<file path="src/rtl/conv_pkg.sv">
package conv_pkg;
  typedef enum logic {
    ST_IDLE = 1'b0,
    ST_CONV = 1'b1
  } conv_state_e;

  localparam logic [1:0] RES_12BIT = 2'b11;
endpackage

</file>
<file path="src/rtl/conv_timer.sv">
module conv_timer #(
  parameter int CONV_CYCLES = 2600000
) (
  input  logic clk,
  input  logic rst_n,
  input  logic restart_i,
  input  logic running_i,
  output logic done_o
);
  localparam int CW = $clog2(CONV_CYCLES + 1);
  localparam logic [CW-1:0] LAST = CW'(CONV_CYCLES - 1);

  logic [CW-1:0] cnt_q;

  always_ff @(posedge clk or negedge rst_n) begin
    if (!rst_n)         cnt_q <= '0;
    else if (restart_i) cnt_q <= '0;
    else if (running_i) cnt_q <= cnt_q + 1'b1;
  end

  assign done_o = running_i && (cnt_q == LAST);
endmodule

</file>
<file path="src/rtl/os_sequencer.sv">
module os_sequencer
  import conv_pkg::*;
(
  input  logic clk,
  input  logic rst_n,
  input  logic shutdown_i,
  input  logic wr_i,
  input  logic wr_os_i,
  input  logic done_i,
  output logic start_now_o,
  output logic busy_o,
  output logic start_pulse_o,
  output logic ready_o
);
  conv_state_e state_q, state_d;
  logic        ready_q, start_q;
  logic        trigger;

  assign trigger = !shutdown_i || (wr_i && wr_os_i);

  always_comb begin
    state_d     = state_q;
    start_now_o = 1'b0;
    unique case (state_q)
      ST_IDLE: begin
        if (trigger) begin
          state_d     = ST_CONV;
          start_now_o = 1'b1;
        end
      end
      ST_CONV: begin
        if (done_i) begin
          if (shutdown_i) state_d     = ST_IDLE;
          else            start_now_o = 1'b1;
        end
      end
      default: state_d = ST_IDLE;
    endcase
  end

  always_ff @(posedge clk or negedge rst_n) begin
    if (!rst_n) begin
      state_q <= ST_IDLE;
      ready_q <= 1'b0;
      start_q <= 1'b0;
    end else begin
      state_q <= state_d;
      start_q <= start_now_o;
      if (start_now_o) ready_q <= 1'b0;
      else if (done_i) ready_q <= 1'b1;
    end
  end

  assign busy_o        = (state_q == ST_CONV);
  assign start_pulse_o = start_q;
  assign ready_o       = ready_q;
endmodule

</file>
<file path="src/rtl/temp_result.sv">
module temp_result #(
  parameter int TEMP_W = 12
) (
  input  logic              clk,
  input  logic              rst_n,
  input  logic              done_i,
  input  logic [TEMP_W-1:0] sample_i,
  output logic              valid_o,
  output logic [TEMP_W-1:0] temp_o
);
  always_ff @(posedge clk or negedge rst_n) begin
    if (!rst_n) begin
      valid_o <= 1'b0;
      temp_o  <= '0;
    end else begin
      valid_o <= done_i;
      if (done_i) temp_o <= sample_i;
    end
  end
endmodule

</file>
<file path="src/rtl/oneshot_conv_ctrl.sv">
module oneshot_conv_ctrl
  import conv_pkg::*;
#(
  parameter int CONV_CYCLES = 2600000,
  parameter int TEMP_W      = 12
) (
  input  logic              clk,
  input  logic              rst_n,
  input  logic              shutdown_i,
  input  logic              cfg_wr_i,
  input  logic              cfg_os_i,
  input  logic [TEMP_W-1:0] temp_sample_i,
  output logic              conv_start_o,
  output logic              busy_o,
  output logic              os_ready_o,
  output logic              result_valid_o,
  output logic [TEMP_W-1:0] temp_o,
  output logic [1:0]        res_bits_o
);
  logic start_now_w, done_w, busy_w;

  os_sequencer u_seq (
    .clk          (clk),
    .rst_n        (rst_n),
    .shutdown_i   (shutdown_i),
    .wr_i         (cfg_wr_i),
    .wr_os_i      (cfg_os_i),
    .done_i       (done_w),
    .start_now_o  (start_now_w),
    .busy_o       (busy_w),
    .start_pulse_o(conv_start_o),
    .ready_o      (os_ready_o)
  );

  conv_timer #(.CONV_CYCLES(CONV_CYCLES)) u_timer (
    .clk      (clk),
    .rst_n    (rst_n),
    .restart_i(start_now_w),
    .running_i(busy_w),
    .done_o   (done_w)
  );

  temp_result #(.TEMP_W(TEMP_W)) u_result (
    .clk     (clk),
    .rst_n   (rst_n),
    .done_i  (done_w),
    .sample_i(temp_sample_i),
    .valid_o (result_valid_o),
    .temp_o  (temp_o)
  );

  assign busy_o     = busy_w;
  assign res_bits_o = RES_12BIT;
endmodule

</file>
<file path="config.mk">
export PLATFORM = sky130hd
export DESIGN_NAME = oneshot_conv_ctrl
export DESIGN_NICKNAME = d
export VERILOG_FILES = /design/src/rtl/conv_pkg.sv /design/src/rtl/conv_timer.sv /design/src/rtl/os_sequencer.sv /design/src/rtl/temp_result.sv /design/src/rtl/oneshot_conv_ctrl.sv
export SDC_FILE = /design/constraint.sdc
export NUM_CORES = 1
export LEC_CHECK = 0
export ABC_AREA = 1
export BUFFER_PORTS_ARGS = -buffer_cell sky130_fd_sc_hd__buf_2
export CORE_AREA = 2 2 73 75
export DETAILED_ROUTE_END_ITERATION = 10
export DIE_AREA = 0 0 75 77
export GPL_ROUTABILITY_DRIVEN = 0
export SYNTH_ARGS = -nofsm -noshare
export SYNTH_HDL_FRONTEND = slang
export SYNTH_SLANG_ARGS = --single-unit
export TNS_END_PERCENT = 20
</file>
<file path="constraint.sdc">
create_clock -name clk -period 1.4 [get_ports clk]
set_input_delay 0.28 -clock clk [delete_from_list [all_inputs] [get_ports clk]]
set_output_delay 0.28 -clock clk [all_outputs]
set_load 0.1 [all_outputs]
</file>
==> impl_results.md, run 1 <==
* Num CTS Buffers at 5
* Minimum clock period at 1420 ps
* Crit Path Category: reg2reg
* Remaining Overflow, GRT at 0
* Drt drc at 0
* Area occupied by multi-input gates at 950 um2
* Drt pass-1 iters at 4
* Mapped Area at 0.00193 mm2
* Flops & latches, synth at 38
* Post-synthesis cell type count at 24
* Leakage at 1.33 nW
* Clock Root Buffer: clkbuf_8
* Initial Utilization at 0.388
* Layout cell share with drive strength beyond 1 at 0.308
* Initial antenna violation count at 0
* CTS H-tree depth at 2
* Crit start category: flop
* Busiest grt layer: met2
* Post-synth EDFFs at 0
* Final WL at 4.39 mm
* Crit end category: flop
* Synth top area share at 0.493
* Gr usage total at 0.175
* Cell with the most instances after synthesis: nand2_1
* Top cells by count, synth: nand2_1, nor2_1, dfrtp_1
* Worst Path Max Fanout at 7
* RSZ-0062 raised after global routing: yes
* Outcome: finished, violations left
* Pwr Total at 3.05 mW
* Initial drt markers at 54
* Clock buffer depth at 2
* Clk Latency, worst-skew pair at 290 ps
* Worst Skew at 3.59 ps
* GRT met1 Usage at 0.233
* P&R area growth vs syn at 37.5%
* Row count at 26
* DR WL/cell at 11.2 um
* Routed Antenna Nets at 0
* DP HPWL at 3.10 mm
* Met2 usage at 0.269
* Clock slew at reported path FFs at 80 ps
* Die area at 0.00578 mm2
* Total clock sinks at 38
* Syn_area_per_cell at 7.48 um2
* Fin worst setup slack at -17.1 ps
* Final Max Slew Viols at 0
* Sequential area share after synthesis at 0.493
* Hold Vio Cnt, Final at 0
* First-pass GRT wire length at 7.78 mm
* Synth area leader: dfrtp_1
* Endpoints failing setup at 6
* Register area at 955 um2
* Vias in the first global route at 1,723
* Most area-consuming cells after synthesis: dfrtp_1, nand2_1, nor2_1
* Worst slack at placement at -75.2 ps
* Max-Cap Viols at 0
* Hold Path Class: in2reg
* Peak supply drop at 0.000536 V
* Met3 Resource Use GR at 0.0447
* Ant. Diodes at 0
* Synth Flop Type: dfrtp_1
* Hold slack at 179 ps
* Top Ports at 35
* Core Area at 0.00498 mm2
* Vias per inst at 4.57
* Die H at 77 um
* Total vias in the final route at 1,785
* Mapped Cells at 258
* FMAX at 0.706 GHz
* Filler cells at 489
* CP required at 1580 ps
* Failing checks: negative setup slack
* Critical path arrival at 1600 ps
* CTS tree: built
* Largest net degree at the start of global routing at 39
* Power Density at 1150 mW/mm2
* PortBufs at 32
* Die X at 75 um
* Ys Warns at 0
* FFs w/ async S/R, synth at 1.00
* Nets@finish at 338
* Fin crit share at 1.01
[timing repair]
item	in CTS	in global routing
setup endpoints to repair	36	42
pin swaps	6	5
hold endpoints to repair	38	0
setup buffers	0	1
gates resized for setup	18	18
hold buffers	1	0
[metal layers]
| metal | wire (um) | part of all wire |
|---|---|---|
| met5 | 0 | 0 |
| met4 | 63 | 0.014 |
| met3 | 165 | 0.038 |
| met2 | 2060 | 0.47 |
| met1 | 2100 | 0.48 |
[critical path, cell delays in order (launching register included)]
cell and delay [ps]:
dfrtp_1 360, ha_2 190, nand3_2 100, inv_2 70
nand2_2 60, nor2_4 140, nand3_4 120, buf_6 160
nand3_2 60, nor2_1 40
[placed cells by master (no fill, tap or decap), types with 8 or more instances in the layout]
| cell | n |
|---|---|
| nand3_1 | 11 |
| nand4_1 | 8 |
| nor2_2 | 9 |
| buf_4 | 23 |
| buf_2 | 27 |
| dfrtp_1 | 37 |
| nand2_1 | 90 |
| inv_1 | 19 |
| nand3_2 | 8 |
| nor2_1 | 36 |
[metrics by stage]
| stage | area, um2 | setup TNS (ps) | util | std cells |
|---|---|---|---|---|
| 5_1_grt | 2660 | -2790 | 0.533 | 391 |
| 6_report | 2660 | -39.2 | 0.533 | 391 |
| 3_5_place_dp | 2370 | -1820 | 0.477 | 381 |
| 2_1_floorplan | 1950 | -2640 | - | 259 |
| 4_1_cts | 2600 | -185 | 0.523 | 390 |
| 3_3_place_gp | 2370 | -3.09 | 0.477 | 381 |
[final cells by class]
class                           instances  share of cell area
Clock inverter                          2              0.0226
Sequential cell                        38               0.360
Inverter                               22              0.0330
Multi-Input combinational cell        192               0.358
Clock buffer                            6              0.0311
Timing Repair Buffer                   61               0.163
Tap cell                               70              0.0330
[flip-flops by register name, indices dropped and copies added, names as in the netlist]
signal and count:
u_seq.busy_o 1, u_result.temp_o 12, u_timer.cnt_q 22, u_result.valid_o 1, u_seq.ready_o 1, u_seq.start_pulse_o 1
[kinds of logic (layout without fill, tap and decap cells)]
family / after synthesis / count (layout) / share of synthesized area
fa+ha+maj: 1 / 1 / 0.00648
simple gates: 173 / 173 / 0.373
compound gates: 10 / 10 / 0.0292
xor+xnor: 6 / 6 / 0.0272
flops: 38 / 38 / 0.493
other cells: 1 / 2 / 0.00194
buf+inv: 29 / 91 / 0.0700
[worst paths after layout]
kind                                    startpoint                  to  slack, ps  cells after the start
worst max-delay path              u_timer.cnt_q[1]   u_timer.cnt_q[10]        -20                      9
min in group asynchronous                    rst_n    u_timer.cnt_q[7]        490                      3
max in group asynchronous                    rst_n        u_seq.busy_o        690                      3
worst max register to register    u_timer.cnt_q[1]   u_timer.cnt_q[10]        -20                      9
worst min-delay path              temp_sample_i[2]  u_result.temp_o[2]        180                      3
worst min register to register  u_result.temp_o[4]  u_result.temp_o[4]        480                      2
[power breakdown]
group,switching [mW],internal [mW]
Clock,0.404,0.760
Combinational,0.289,0.262
Sequential,0.116,1.21
(Power assumes the default switching activity.)
==> run 2, diff against run 1 <==
Settings changed: SETUP_SLACK_MARGIN set to 0.15.
==> impl_results.md, run 2 (synthesized netlist as in run 1, its figures left out) <==
* Outcome: finished, violations left (unchanged)
* Failing checks: negative setup slack (unchanged)
* Initial Utilization at 0.388 (unchanged)
* Clock slew at reported path FFs at 80 ps (about the same)
* Worst Hold Depth at 3 (unchanged)
* Total vias in the final route at 1,794 (was 1,785)
* Crit end category: flop (unchanged)
* Pwr Total at 3.06 mW (was 3.05 mW)
* Final Max Slew Viols at 0 (unchanged)
* Die area at 0.00578 mm2 (unchanged)
* Drt pass-1 iters at 4 (unchanged)
* CP required at 1580 ps (about the same)
* Clock Root Buffer: clkbuf_8 (unchanged)
* Endpoints failing setup at 3 (was 6)
* Routed Antenna Nets at 0 (unchanged)
* FMAX at 0.708 GHz (was 0.706 GHz)
* Clock buffer depth at 2 (unchanged)
* Vias per inst at 4.59 (was 4.57)
* Crit Path Category: reg2reg (unchanged)
* Largest net degree at the start of global routing at 39 (unchanged)
* PortBufs at 32 (unchanged)
* RSZ-0062 raised after global routing: yes (unchanged)
* Num CTS Buffers at 5 (unchanged)
* Commonest non-fill, non-tap cell in the layout: nand2_1 (unchanged)
* Vias in the first global route at 1,749 (was 1,723)
* Row count at 26 (unchanged)
* Post-route insts no fill at 391 (unchanged)
* Final WL at 4.46 mm (was 4.39 mm)
* Drt drc at 0 (unchanged)
* Max reg flops at 22 (unchanged)
* DR WL/cell at 11.4 um (was 11.2 um)
* Critical path arrival at 1590 ps (was 1600 ps)
* Reg2reg path depth at 9 (unchanged)
* Initial antenna violation count at 0 (unchanged)
* CTS tree: built (unchanged)
* Worst Skew at 3.00 ps (was 3.59 ps)
* Final Util at 0.551 (was 0.533)
* RR Endpoint: u_timer.cnt_q[10] (unchanged)
* Max-Cap Viols at 0 (unchanged)
* Die X at 75 um (unchanged)
* Nets@finish at 338 (unchanged)
* HP Start: temp_sample_i[3] (was temp_sample_i[2])
* Worst Path Max Fanout at 7 (unchanged)
* Hold slack at 179 ps (about the same)
* Largest regs: u_timer.cnt_q x22, u_result.temp_o x12 (unchanged)
* Remaining Overflow, GRT at 0 (unchanged)
* Min-Delay Endpoint: u_result.temp_o[3] (was u_result.temp_o[2])
* Most frequent cells in the layout: nand2_1, dfrtp_1, nor2_1, buf_4, inv_1 (was nand2_1, dfrtp_1, nor2_1, buf_2, buf_4)
* Top Ports at 35 (unchanged)
* Power Density at 1110 mW/mm2 (was 1150 mW/mm2)
* Filler cells at 479 (was 489)
* Layout cell share with drive strength beyond 1 at 0.340 (was 0.308)
* P&R area growth vs syn at 42.1% (was 37.5%)
* DP HPWL at 3.10 mm (unchanged)
* Reg with most FFs: u_timer.cnt_q (unchanged)
* Core Area at 0.00498 mm2 (unchanged)
* Clk Latency, worst-skew pair at 290 ps (about the same)
* Peak supply drop at 0.000528 V (was 0.000536 V)
* Reg2Reg Setup Slack at -10 ps (was -20 ps)
* Crit path from: u_timer.cnt_q[1] (unchanged)
* Dpl cells at 381 (unchanged)
* Hold Vio Cnt, Final at 0 (unchanged)
* Fin crit share at 1.01 (about the same)
* Ant. Diodes at 0 (unchanged)
* Total clock sinks at 38 (unchanged)
* CTS H-tree depth at 2 (unchanged)
* Hold Path Class: in2reg (unchanged)
* Minimum clock period at 1410 ps (was 1420 ps)
* Initial drt markers at 71 (was 54)
* Die H at 77 um (unchanged)
* First-pass GRT wire length at 7.90 mm (was 7.78 mm)
* Crit start category: flop (unchanged)
* Worst R2R Start: u_timer.cnt_q[1] (unchanged)
* Leakage at 1.36 nW (was 1.33 nW)
* Gr usage total at 0.177 (was 0.175)
* Fin worst setup slack at -12.7 ps (was -17.1 ps)
-- run 2: cell types whose count changed in the layout (fill, tap and decap cells not counted), sizes merged --
cell | before | now
clkbuf | 10 | 6
buf | 56 | 60
-- run 2: layout make-up --
cell class                      instances  area, um2  share of cell area
Clock inverter                          2       60.1              0.0219
Sequential cell                        38        955               0.348
Timing Repair Buffer                   61        490               0.179
Inverter                               22       87.6              0.0319
Clock buffer                            6       82.6              0.0301
Multi-Input combinational cell        192        980               0.357
Tap cell                               70       87.6              0.0319
-- run 2: metal layers --
metal	wire length (um)	track usage
met1	2030	0.236
met2	2160	0.273
met3	195	0.0460
met4	77	0.0661
met5	0	0
-- run 2: worst max-delay path by stage --
stage / end / slack, ps / depth (start not counted)
2_1_floorplan: u_timer.cnt_q[5] / -130 / 8
3_3_place_gp: u_seq.busy_o / -3 / 8
3_5_place_dp: u_seq.busy_o / -80 / 8
4_1_cts: u_timer.cnt_q[10] / -30 / 9
5_1_grt: u_timer.cnt_q[10] / -120 / 9
6_report: u_timer.cnt_q[10] / -10 / 9
-- run 2: repair_timing --
item | in CTS | in global routing
cloned | 0 | 0
gates resized for setup | 52 | 14
hold buffers | 1 | 0
hold endpoints to repair | 38 | 0
buffers inserted | 0 | 1
endpoints found under the setup margin | 54 | 47
pin swaps | 17 | 6
-- run 2: stage by stage --
step	TNS [ps]	cell area [um2]	setup WS, ps
floorplan	-2640	1950	-132
global placement	-3.09	2370	-3.09
detailed placement	-1820	2370	-75.2
CTS	-180	2700	-30.5
global route	-2840	2740	-124
finish	-17.8	2740	-12.7
-- run 2: critical path, stage by stage, from the launching register on --
cell and delay [ps]:
dfrtp_1 350, ha_2 190, nand3_2 100, inv_2 70, nand2_2 60, nor2_4 140
nand3_4 120, buf_6 160, nand3_2 60, nor2_1 40
-- run 2: where the power goes --
part	internal (mW)	total [mW]	switching (mW)
registers	1.21	1.33	0.117
logic	0.266	0.555	0.289
clock network	0.760	1.17	0.411
==> run 3, diff against run 2 <==
==> constraint.sdc (replaced) <==
create_clock -name clk -period 1.4 [get_ports clk]
set_input_delay 0.14 -clock clk [delete_from_list [all_inputs] [get_ports clk]]
set_output_delay 0.14 -clock clk [all_outputs]
set_load 0.1 [all_outputs]
==> impl_results.md, run 3 (synthesized netlist as in run 1, its figures left out) <==
* DR WL/cell at 11.8 um (was 11.4 um)
* Top Ports at 35 (unchanged)
* CP top delay family: simple AND/OR/NAND/NOR gates (unchanged)
* P&R area growth vs syn at 38.0% (was 42.1%)
* Max reg flops at 22 (unchanged)
* Reg with most FFs: u_timer.cnt_q (unchanged)
* Ant. Diodes at 0 (unchanged)
* Total vias in the final route at 1,812 (was 1,794)
* DP HPWL at 3.23 mm (was 3.10 mm)
* Vias in the first global route at 1,800 (was 1,749)
* Power Density at 1150 mW/mm2 (was 1110 mW/mm2)
* Crit Path Category: reg2reg (unchanged)
* Clock buffer depth at 2 (unchanged)
* Gr usage total at 0.184 (was 0.177)
* Final WL at 4.64 mm (was 4.46 mm)
* Routed Antenna Nets at 0 (unchanged)
* Nets@finish at 340 (was 338)
* Worst path cell trace: ha_2 > nand3_2 > nor2_1 > nand3_1 > nor2_2 > nand2_1 > nand3_2 > nor2_1 (was ha_2 > nand3_2 > inv_2 > nand2_2 > nor2_4 > nand3_4 > buf_6 > nand3_2 > nor2_1)
* Clk Latency, worst-skew pair at 290 ps (about the same)
* Row count at 26 (unchanged)
* Peak supply drop at 0.000609 V (was 0.000528 V)
* Vias per inst at 4.61 (was 4.59)
* FMAX at 0.686 GHz (was 0.708 GHz)
* Die H at 77 um (unchanged)
* Critical path arrival at 1650 ps (was 1590 ps)
* Most frequent cells in the layout: nand2_1, nor2_1, dfrtp_1, buf_2, buf_4 (was nand2_1, dfrtp_1, nor2_1, buf_4, inv_1)
* Crit start category: flop (unchanged)
* Crit path to: u_timer.cnt_q[20] (was u_timer.cnt_q[10])
* Crit-path slowest cell: dfrtp_1 (unchanged)
* RR Endpoint: u_timer.cnt_q[20] (was u_timer.cnt_q[10])
* RSZ-0062 raised after global routing: yes (unchanged)
* Die X at 75 um (unchanged)
* Hold slack at 30.5 ps (was 179 ps)
* Crit path from: u_timer.cnt_q[1] (unchanged)
* Hold Path Class: in2reg (unchanged)
* Clock slew at reported path FFs at 80 ps (about the same)
* Endpoints failing setup at 17 (was 3)
* Post-route insts no fill at 393 (was 391)
* Area occupied by multi-input gates at 960 um2 (was 980 um2)
* Max-Cap Viols at 0 (unchanged)
* Minimum clock period at 1460 ps (was 1410 ps)
* Dpl cells at 382 (was 381)
* PortBufs at 32 (unchanged)
* HP Start: temp_sample_i[11] (was temp_sample_i[3])
* Metal3 WL at 221 um (was 195 um)
* CTS H-tree depth at 2 (unchanged)
* Largest net degree at the start of global routing at 18 (was 39)
* Met2 wire len at 2.21 mm (was 2.16 mm)
* Commonest non-fill, non-tap cell in the layout: nand2_1 (unchanged)
* Total clock sinks at 38 (unchanged)
* Worst slack at placement at -83.6 ps (was -75.2 ps)
* Die area at 0.00578 mm2 (unchanged)
* Top layer in use: met4 (unchanged)
* Drt pass-1 iters at 4 (unchanged)
* Filler cells at 479 (unchanged)
* Setup TNS at -341 ps (was -17.8 ps)
* Drt drc at 0 (unchanged)
* Outcome: finished, violations left (unchanged)
* Final Util at 0.535 (was 0.551)
* Initial antenna violation count at 0 (unchanged)
* Register area at 955 um2 (unchanged)
* Clock Root Buffer: clkbuf_8 (unchanged)
* Fin worst setup slack at -57.0 ps (was -12.7 ps)
* Worst R2R Start: u_timer.cnt_q[1] (unchanged)
* Num CTS Buffers at 5 (unchanged)
* Met1 Routed Length at 2.13 mm (was 2.03 mm)
* Reg2reg path depth at 8 (was 9)
* First-pass GRT wire length at 8.09 mm (was 7.90 mm)
* Post-route cell area at 0.00267 mm2 (was 0.00274 mm2)
* Layout cell share with drive strength beyond 1 at 0.328 (was 0.340)
* Core Area at 0.00498 mm2 (unchanged)
* Critical Path Stages at 8 (was 9)
* Hold Vio Cnt, Final at 0 (unchanged)
* Failing checks: negative setup slack (unchanged)
* Worst Path Max Fanout at 3 (was 7)
* Initial Utilization at 0.388 (unchanged)
* Final Max Slew Viols at 0 (unchanged)
* CP required at 1590 ps (was 1580 ps)
* Reg2Reg Setup Slack at -60 ps (was -10 ps)
* Fin crit share at 1.04 (was 1.01)
* Initial drt markers at 103 (was 71)
* Pwr Total at 3.07 mW (was 3.06 mW)
* Worst Skew at 3.85 ps (was 3.00 ps)
* Remaining Overflow, GRT at 0 (unchanged)
* Crit path buf inv count at 0 (was 2)
* Largest regs: u_timer.cnt_q x22, u_result.temp_o x12 (unchanged)
* Placed cell areas at 0.00237 mm2 (about the same)
* Slowest stage delay, CP at 360 ps (was 350 ps)
* CTS tree: built (unchanged)
* Crit end category: flop (unchanged)
* Leakage at 1.33 nW (was 1.36 nW)
## run 3: cell types whose count changed in the layout (fill, tap and decap cells not counted), moves of 2 or more
cell      previous run  this run
buf_4               31        27
nor2_1              36        38
nor2_2               9         7
buf_2               16        29
buf_6               10         2
clkbuf_4             0         2
nand2_1             80        82
## run 3: area by class of cell
class,count,area share
clock inverter,2,0.0225
inverter,22,0.0319
tap,70,0.0329
clock buffer,6,0.0310
multi-input combinational,192,0.360
timing repair buffer,63,0.163
sequential,38,0.358
## run 3: where the power goes
group	internal, mW	switching [mW]
clock network	0.761	0.422
registers	1.21	0.119
logic	0.259	0.290
## run 3: how the worst min path moves through the flow
stage,depth (start not counted),slack (ps),endpoint
after detailed placement,1,30,u_timer.cnt_q[3]
after global routing,3,30,u_result.temp_o[5]
after CTS,3,30,u_result.temp_o[2]
after floorplan,0,-160,u_result.temp_o[0]
after global placement,1,20,u_timer.cnt_q[3]
final,3,30,u_result.temp_o[11]
## run 3: timing repair
item / CTS / global route
pin swaps: 10 / 3
hold buffers: 1 / 0
setup buffers: 1 / 1
cloned: 0 / 0
gates resized for setup: 23 / 16
hold endpoints to repair: 10 / 0
setup endpoints to repair: 38 / 50
## run 3: layer usage
| metal | GRT usage | vias to the layer above |
|---|---|---|
| met5 | 0 | - |
| met4 | 0.0625 | 0 |
| met3 | 0.0460 | 7 |
| met2 | 0.289 | 50 |
| met1 | 0.244 | 830 |
| li1 | - | 925 |
## run 3: worst register-to-register path: stages (launching register included)
cell and delay (ps):
dfrtp_1 360, ha_2 200, nand3_2 110, nor2_1 150, nand3_1 170, nor2_2 180
nand2_1 80, nand3_2 60, nor2_1 40
